$ cat src/rtl/errpin_pkg.sv
package errpin_pkg;

    localparam int SEV_N  = 3;
    localparam int ST_W   = 7;
    localparam int PCTL_W = 2 * SEV_N;
    localparam int ADDR_W = 2;
    localparam int DATA_W = ST_W;

    localparam logic [ADDR_W-1:0] A_EN   = 2'd0;
    localparam logic [ADDR_W-1:0] A_ST   = 2'd1;
    localparam logic [ADDR_W-1:0] A_PCTL = 2'd2;
    localparam logic [ADDR_W-1:0] A_PDAT = 2'd3;

    typedef enum logic [1:0] {
        PM_OFF = 2'b00,
        PM_HW  = 2'b01,
        PM_SW  = 2'b10,
        PM_RSV = 2'b11
    } pin_mode_e;

    // index 0 correctable, 1 non-fatal, 2 fatal
    typedef struct packed {
        logic fat;
        logic nfat;
        logic corr;
    } sev_t;

    // bit 0 is co_first ... bit 6 is fat_seen
    typedef struct packed {
        logic fat_seen;
        logic nfat_seen;
        logic first_is_fat;
        logic uc_multi;
        logic uc_first;
        logic co_multi;
        logic co_first;
    } stat_t;

    function automatic logic pin_active(pin_mode_e m, logic hw, logic sw);
        case (m)
            PM_HW:   return hw;
            PM_SW:   return sw;
            default: return 1'b0;
        endcase
    endfunction

endpackage

$ cat src/rtl/errpin_merge.sv
module errpin_merge
    import errpin_pkg::*;
#(
    parameter int NPORTS = 11
) (
    input  logic [NPORTS-1:0] corr_strb,
    input  logic [NPORTS-1:0] nfat_strb,
    input  logic [NPORTS-1:0] fat_strb,
    input  sev_t              en,
    output sev_t              hit
);
    sev_t any;

    always_comb begin
        any = '0;
        for (int p = 0; p < NPORTS; p++) begin
            any.corr = any.corr | corr_strb[p];
            any.nfat = any.nfat | nfat_strb[p];
            any.fat  = any.fat  | fat_strb[p];
        end
        hit = any & en;
    end
endmodule

$ cat src/rtl/errpin_status.sv
module errpin_status
    import errpin_pkg::*;
(
    input  logic            clk,
    input  logic            rst,
    input  sev_t            hit,
    input  logic [ST_W-1:0] w1c,
    output stat_t           st
);
    stat_t st_q, cleared, nxt;

    always_comb begin
        cleared = stat_t'(st_q & ~w1c);
        nxt     = cleared;
        if (hit.corr) begin
            if (cleared.co_first) nxt.co_multi = 1'b1;
            else                  nxt.co_first = 1'b1;
        end
        if (hit.nfat || hit.fat) begin
            if (cleared.uc_first) begin
                nxt.uc_multi = 1'b1;
            end else begin
                nxt.uc_first     = 1'b1;
                nxt.first_is_fat = hit.fat;
            end
        end
        if (hit.nfat) nxt.nfat_seen = 1'b1;
        if (hit.fat)  nxt.fat_seen  = 1'b1;
    end

    always_ff @(posedge clk) begin
        if (rst) st_q <= '0;
        else     st_q <= nxt;
    end

    assign st = st_q;

    AST_MULTI_NEEDS_FIRST: assert property (@(posedge clk) disable iff (rst)
        $rose(st_q.co_multi) |-> st_q.co_first);
    AST_UC_MULTI_NEEDS_FIRST: assert property (@(posedge clk) disable iff (rst)
        $rose(st_q.uc_multi) |-> st_q.uc_first);
    AST_FATAL_FIRST_SEEN: assert property (@(posedge clk) disable iff (rst)
        $rose(st_q.first_is_fat) |-> (st_q.fat_seen && st_q.uc_first));
    AST_CORR_RECORDED: assert property (@(posedge clk) disable iff (rst)
        hit.corr |=> st_q.co_first);
endmodule

$ cat src/rtl/errpin_drive.sv
module errpin_drive
    import errpin_pkg::*;
(
    input  stat_t             st,
    input  logic [PCTL_W-1:0] pctl,
    input  logic [SEV_N-1:0]  pdat,
    output logic [SEV_N-1:0]  pin_n
);
    logic [SEV_N-1:0] hw_src;
    assign hw_src = {st.fat_seen, st.nfat_seen, st.co_first};

    for (genvar i = 0; i < SEV_N; i++) begin : g_pin
        pin_mode_e mode;
        assign mode     = pin_mode_e'(pctl[2*i+1 -: 2]);
        assign pin_n[i] = ~pin_active(mode, hw_src[i], pdat[i]);
    end
endmodule

$ cat src/rtl/errpin_hub.sv
module errpin_hub
    import errpin_pkg::*;
#(
    parameter int NPORTS = 11
) (
    input  logic              clk,
    input  logic              rst,
    input  logic [NPORTS-1:0] corr_strb,
    input  logic [NPORTS-1:0] nfat_strb,
    input  logic [NPORTS-1:0] fat_strb,
    input  logic              wr_en,
    input  logic [1:0]        wr_addr,
    input  logic [6:0]        wr_data,
    input  logic [1:0]        rd_addr,
    output logic [6:0]        rd_data,
    output logic [2:0]        err_pin_n,
    output logic              irq
);
    sev_t              en_q;
    logic [PCTL_W-1:0] pctl_q;
    logic [SEV_N-1:0]  pdat_q;
    sev_t              hit;
    stat_t             st;
    logic [ST_W-1:0]   w1c;

    always_ff @(posedge clk) begin
        if (rst) begin
            en_q   <= '0;
            pctl_q <= '0;
            pdat_q <= '0;
        end else if (wr_en) begin
            case (wr_addr)
                A_EN:    en_q   <= sev_t'(wr_data[SEV_N-1:0]);
                A_PCTL:  pctl_q <= wr_data[PCTL_W-1:0];
                A_PDAT:  pdat_q <= wr_data[SEV_N-1:0];
                default: ;
            endcase
        end
    end

    assign w1c = (wr_en && wr_addr == A_ST) ? wr_data : '0;

    errpin_merge #(.NPORTS(NPORTS)) u_merge (
        .corr_strb(corr_strb), .nfat_strb(nfat_strb), .fat_strb(fat_strb),
        .en(en_q), .hit(hit)
    );

    errpin_status u_status (
        .clk(clk), .rst(rst), .hit(hit), .w1c(w1c), .st(st)
    );

    errpin_drive u_drive (
        .st(st), .pctl(pctl_q), .pdat(pdat_q), .pin_n(err_pin_n)
    );

    assign irq = (st.co_first & en_q.corr) | (st.nfat_seen & en_q.nfat)
               | (st.fat_seen & en_q.fat);

    always_comb begin
        rd_data = '0;
        case (rd_addr)
            A_EN:    rd_data[SEV_N-1:0]  = en_q;
            A_ST:    rd_data             = st;
            A_PCTL:  rd_data[PCTL_W-1:0] = pctl_q;
            default: rd_data[SEV_N-1:0]  = pdat_q;
        endcase
    end

    AST_PINS_IDLE_AFTER_RESET: assert property (@(posedge clk) disable iff (rst)
        $past(rst) |-> (err_pin_n == 3'b111 && !irq));
    AST_IRQ_HAS_CAUSE: assert property (@(posedge clk) disable iff (rst)
        irq |-> (st != '0));
    AST_HW_PIN_NEEDS_STATUS: assert property (@(posedge clk) disable iff (rst)
        (!err_pin_n[0] && pctl_q[1:0] == 2'b01) |-> st.co_first);
endmodule

$ cat config.mk
export PLATFORM = sky130hd
export DESIGN_NAME = errpin_hub
export DESIGN_NICKNAME = d
export VERILOG_FILES = /design/src/rtl/errpin_pkg.sv /design/src/rtl/errpin_merge.sv /design/src/rtl/errpin_status.sv /design/src/rtl/errpin_drive.sv /design/src/rtl/errpin_hub.sv
export SDC_FILE = /design/constraint.sdc
export NUM_CORES = 1
export LEC_CHECK = 0
export ABC_AREA = 1
export BUFFER_PORTS_ARGS = -buffer_cell sky130_fd_sc_hd__buf_4
export CORE_MARGIN = 2
export CORE_UTILIZATION = 39
export CTS_CLUSTER_SIZE = 12
export DETAILED_ROUTE_END_ITERATION = 6
export PLACE_DENSITY = 0.7
export SLEW_MARGIN = 15
export SYNTH_ARGS = -nofsm -noshare
export SYNTH_HDL_FRONTEND = slang
export SYNTH_SLANG_ARGS = --single-unit
$ cat constraint.sdc
create_clock -name clk -period 0.9 [get_ports clk]
set_input_delay 0.045 -clock clk [delete_from_list [all_inputs] [get_ports clk]]
set_output_delay 0.045 -clock clk [all_outputs]
set_load 0.05 [all_outputs]
# Word level (Yosys, flattened, before mapping)
# Cells that the tools add are included.
word_totals:
  ff_bits: 19
  latchBits: 0
  ramBits: 0
  mem_bits_ro: 0
  inputBits: 47
  output_inout_bits: 11
  memories: 0
classes:
  addsub: 0
  mul: 0
  n_div: 0
  n_lt_le_gt_ge: 0
  eq_ne: 11
  shifts: 0
  n_mux: 14
  bitwise_logic: 41
  reduce_logical: 7
ops:
  columns: ["cell", "n"]
  rows:
  - ["bitwise OR 1 bit", 32]
  - ["equality test 2 bit (second input constant)", 6]
  - ["equality test 2 x 1 -> 1 bit (second input constant)", 5]
  - ["case mux 3 bit (3 select lines)", 1]
  - ["bitwise AND 7 bit", 1]
  - ["two-way mux 7 bit", 1]
  - ["inverter 7 bit", 1]
  - ["two-way mux 1 bit", 6]
  - ["case mux 1 bit (2 select lines)", 3]
  - ["case mux 3 bit (2 select lines)", 1]
  - ["AND reduction 2 bit", 3]
  - ["zero test 2 bit", 2]
  - ["bitwise AND 1 bit", 3]
  - ["bitwise AND 3 bit", 1]
  - ["two-way mux 3 bit", 1]
  - ["inverter 1 bit", 3]
  - ["two-way mux 2 bit", 1]
  - ["logical AND 1 bit", 1]
  - ["logical OR 1 bit", 1]

# Logic depth before layout (Yosys ltp)
depth:
  word_depth: 13
  depth_mapped: 8
  depth_no_buf: 8

# Modules after synthesis
# A second synthesis with hierarchy kept.
hier_totals:
  cells_unflattened: 234
  hier_area_um2: 1358.8
modules_own_cells:
  columns: ["module", "instances", "cells_per_inst", "area_per_inst_um2"]
  rows:
  - ["errpin_hub", 1, 137, 804.5]
  - ["errpin_status", 1, 34, 254.0]
  - ["errpin_drive", 1, 27, 153.9]
  - ["errpin_merge", 1, 36, 146.4]

# Least setup slack after synthesis
# OpenSTA, ideal clock, no wires.
synth_path:
  path_kind: "input-to-output"
  start: "in rd_addr[1]"
  end: "out rd_data[0]"
  t_arrival_ns: 1.295
  required_ns: 0.855
  slack_ns: -0.440
  path_stages: 4
  path_cell_list: "inv_1 > ha_1 > nand2_1 > a32oi_1"
synth_between:
  elab_chain_cells: 2
  word_cells_on_any_way: 4
synth_lines:
  columns: ["item", "line_no", "source"]
  rows:
  - ["from (decl)", "errpin_hub.sv:14", "input logic [1:0] rd_addr,"]
  - ["equality test 2 bit (tied with other cells)", "errpin_hub.sv:61", "case (rd_addr)"]
  - ["case mux 3 bit (3 select lines) *", "errpin_hub.sv:61", null]
  - ["to (decl)", "errpin_hub.sv:15", "output logic [6:0] rd_data,"]
# Mark *: on every way between the ends. The rest lies on a longest branch, timed or not.

# Final worst setup path
layout_path:
  start: "reg pctl_q[0]"
  end: "out err_pin_n[0]"
layout_between:
  elab_chain_cells: 3
  word_cells_on_any_way: 4
layout_lines:
  columns: ["item", "line_no", "source"]
  rows:
  - ["from (decl)", "errpin_hub.sv:20", "logic [PCTL_W-1:0] pctl_q;"]
  - ["from (signal assigned)", "errpin_hub.sv:34", "A_PCTL: pctl_q <= wr_data[PCTL_W-1:0];"]
  - ["equality test 2 bit or equality test 2 x 1 -> 1 bit (tied branches)", "errpin_pkg.sv:40", "case (m)"]
  - ["case mux 1 bit (2 select lines) *", "errpin_pkg.sv:40", null]
  - ["inverter 1 bit *", "errpin_drive.sv:15", "assign pin_n[i] = ~pin_active(mode, hw_src[i], pdat[i]);"]
  - ["to (decl)", "errpin_hub.sv:16", "output logic [2:0] err_pin_n,"]
# Marks and branches as above.

==> out/metrics.sh <==
DIE_Y_UM=58.68
SYNTH-COMPOUND-AREA-SHARE_PCT=23.39
REGTOREGENDPOINT='u_status.st[2]$_SDFF_PP0_'
POSTPLACECELLAREA_UM2=1919
CP-END-KIND='primary output'
CTS_BUFFERS=3
FLOORPLAN.IO_PINS=58
SYN_NETS=231
DESIGN.FINAL.NETS=316
WORST-PATH-MAX-FANOUT=3
LARGEST_FAMILY_OF_LOGIC_CELLS_BY_SYNTHESIZED_AREA='compound AO/OA/AOI/OAI gates'
ENDPOINT='err_pin_n[0]'
GPL.FINAL_WEIGHTED_CONGESTION=0.8299
INITIAL_UTILIZATION_PCT=41.57
WORST_HOLD_PATH_TYPE='in -> reg'
DRC=1
HOLD_VIOL=0
ANTENNA_VIOLATING_NETS_POST_ROUTE=0
VIASPERCELL=5.173
ARRIVAL_PS=1280
LAYOUT-DRIVE-GT1-SHARE_PCT=57.75
SYNTH_ENABLE_FLOP_CELLS=0
DRT-WIRELENGTH-PER-CELL_UM=15.26
POST_SYNTHESIS_CELL_COUNT=174
CTS_HTREE_LEVELS=1
CLOCK_SINK_COUNT=19
TIMING.HOLD.WS_PS=11.32
SETUP_REPAIR_AFTER_GLOBAL_ROUTING_MISSED_ITS_MARGIN='yes'
SYNTH-XOR-AREA-SHARE_PCT=0
DIE-AREA_UM2=3443
DRTPASS1ITERATIONS=7
VIAS=1495
R2R_START='en_q[1]$_SDFFE_PP0P_'
FINAL_CLOCK_SKEW_PS=0.6353
TIMING_MAX_TRANSITION_VIOLATIONS_FINAL=0
WORST_SLEW_PIN_SLEW_PS=387.4
GLOBALROUTETOTALUTIL_PCT=25.23
SETUP.WORST_PATH.START_CLASS='flip-flop'
SLEW-LIMIT-HEADROOM_PCT=74.09
FIRST_GLOBAL_VIAS=1590
POWER_PER_CELL_AREA_nW_PER_UM2=921.5
CTS_TREE='done'
CRITICAL_PATH.STARTPOINT='pctl_q[0]$_SDFFE_PP0P_'
STD_CELL_ROWS=19
OUTCOME='finished, violations left'
PEAKVDDDROP_V=0.001193
CRITPATHKIND='reg -> out'
GRT_MAX_DEGREE=14
INSERTION_DELAY_PS=300
DIE_X_UM=58.68
FMAXACHIEVABLE_GHz=0.7547
GRT_PASS1_WL_MM=6.748
MAXCAPVIOLCOUNT=0
CLK_TRANSITION_REPORTED_PATHS_PS=110
LAYOUT-AREA-OVERHEAD-VS-SYNTH_PCT=96.57
POST_SYNTH_AND_OR_NAND_NOR_AREA_FRACTION_PCT=23.18
POST_SYNTH_FA_HA_MAJ_AREA_FRACTION_PCT=10.73
NUMBER_OF_ANTENNA_VIOLATIONS_AT_THE_FIRST_CHECK_IN_GLOBAL_ROUTING=0
FINALINSTANCEAREA_UM2=2292
SYNTH.TOP_CELLS.BY_AREA='sky130_fd_sc_hd__dfxtp_1 33%, sky130_fd_sc_hd__nand2_1 12%, sky130_fd_sc_hd__ha_1 11%'
DIODES=0
SYN_AREA_UM2=1166
CLOCKROOTBUFFER='sky130_fd_sc_hd__clkbuf_4'
SYNTH-ASYNC-RESET-RATIO_PCT=0
DRT_ITER0_MARKERS=49
YOSYSTOPAREACELL='sky130_fd_sc_hd__dfxtp_1'
CORE_AREA_UM2=2805
REPORT.FINAL.SETUP_VIOL=15
SYNTH_CELL_TYPES=20
DP.FINAL_HPWL_MM=2.928
FAILING_CHECKS='design-rule violations, negative setup slack'
FINALWORSTPATHREQUIREDPERIOD_PS=1325
CLK_PATH_BUF_DEPTH=2
REQUIRED_PS=850
LAYOUT_SETUP_WS_PS=-424.9
SYNTH.CELLS.MOST_FREQUENT='36 x sky130_fd_sc_hd__nand2_1, 29 x sky130_fd_sc_hd__inv_1, 24 x sky130_fd_sc_hd__a21oi_1'
SYNTH_TOP_FLOP_CELL='sky130_fd_sc_hd__dfxtp_1'
WORST_R2R_PATH_DEPTH=6
POSTSYNTHREGISTERBITS=19
BUFFER_PORTS.INSERTED=57
REGTOREGSETUPSLACK_PS=-80
POWER.STATIC_LEAKAGE_nW=1.017
MIN_PERIOD_OVER_PERIOD_PCT=147.2
FINISH.UTILIZATION_PCT=81.71
SYNTHESIS.YOSYS.WARNINGS=0
SYNTH.MUX.AREA_FRACTION_PCT=0
ROUTED_WIRELENGTH_MM=4.411
WORST_HOLD_PATH.NUM_CELLS=3
SYNTH_AREA_PER_CELL_UM2=6.702
SYNTH_MOST_COMMON_CELL='sky130_fd_sc_hd__nand2_1'
GRT_OVERFLOW_TOTAL=0
PROPORTION_OF_NETLIST_AREA_HELD_BY_THE_LARGEST_AREA_CONTRIBUTOR_PCT=32.62
SYNTH_SEQ_AREA_SHARE_PCT=32.62
area by class of cell:
| type | count | area [µm²] |
|---|---|---|
| Sequential cell | 19 | 417.9 |
| Timing Repair Buffer | 82 | 713.2 |
| Clock buffer | 4 | 26.28 |
| Tap cell | 31 | 38.79 |
| Fill cell | 184 | 513.0 |
| Multi-Input combinational cell | 124 | 972.2 |
| Inverter | 29 | 123.9 |
stage by stage:
stage / std cells / setup slack (ps) / total power [mW] / TNS (ps)
2_1_floorplan: 174 / -50.87 / 1.228 / -156.7
3_3_place_gp: 276 / -175.9 / 1.520 / -1067
3_5_place_dp: 276 / -235.2 / 1.539 / -1587
4_1_cts: 288 / -420.6 / 2.048 / -3575
5_1_grt: 289 / -468.3 / 2.206 / -4391
6_report: 289 / -424.9 / 2.112 / -3833
flip-flops by register name, indices dropped and copies added (netlist names):
register / flops
u_status.st: 7
en_q: 3
pctl_q: 6
pdat_q: 3
worst max-delay path, cell delays in order, from the launching register on:
cell,delay [ps]
sky130_fd_sc_hd__dfxtp_4,400
sky130_fd_sc_hd__inv_4,50
sky130_fd_sc_hd__ha_4,200
sky130_fd_sc_hd__a21o_4,180
sky130_fd_sc_hd__buf_8,140
timing repair:
item,CTS,global route
hold buffers,1,0
endpoints found under the hold margin,6,0
resized for setup,58,26
pin swaps,11,7
endpoints found under the setup margin,13,15
setup buffers,7,2
report_power, final:
group	switching, mW	internal, mW
clock	0.276	0.173
sequential	0.0575	0.878
combinational	0.351	0.377
placed cells by master (no fill, tap or decap), drive strengths merged, types with 2 or more instances in the layout:
master,n
clkbuf,4
nor2,15
ha,10
a21o,3
and2,2
a21oi,24
dfxtp,19
nand3,7
a32oi,3
buf,81
inv,29
nand2,36
o21ai,20
per-layer routing:
metal | GRT usage (%) | vias up | routed length [µm]
met5 | 0 | - | 0
met4 | 6.494 | 0 | 106
met3 | 4.615 | 12 | 111
met2 | 46.71 | 35 | 2364
met1 | 29.80 | 713 | 1829
li1 | - | 735 | -
worst min-delay path by stage:
| stage | start | end | slack (ps) |
|---|---|---|---|
| after floorplan | rst | u_status.st[0]$_SDFF_PP0_ | 110 |
| after global placement | rst | u_status.st[5]$_SDFF_PP0_ | 270 |
| after detailed placement | rst | u_status.st[1]$_SDFF_PP0_ | 280 |
| after CTS | wr_data[0] | en_q[0]$_SDFFE_PP0P_ | 6 |
| after global routing | wr_data[0] | en_q[0]$_SDFFE_PP0P_ | 20 |
| final | wr_data[0] | en_q[0]$_SDFFE_PP0P_ | 10 |
logic make-up (layout without fill, tap and decap cells):
kind of cell,Yosys count,in the layout
AOI/OAI and AO/OA,50,50
and+or+nand+nor,64,64
buffers and inverters,31,115
adders and majority gates,10,10
DFF,19,19
(Power assumes the default switching activity.)
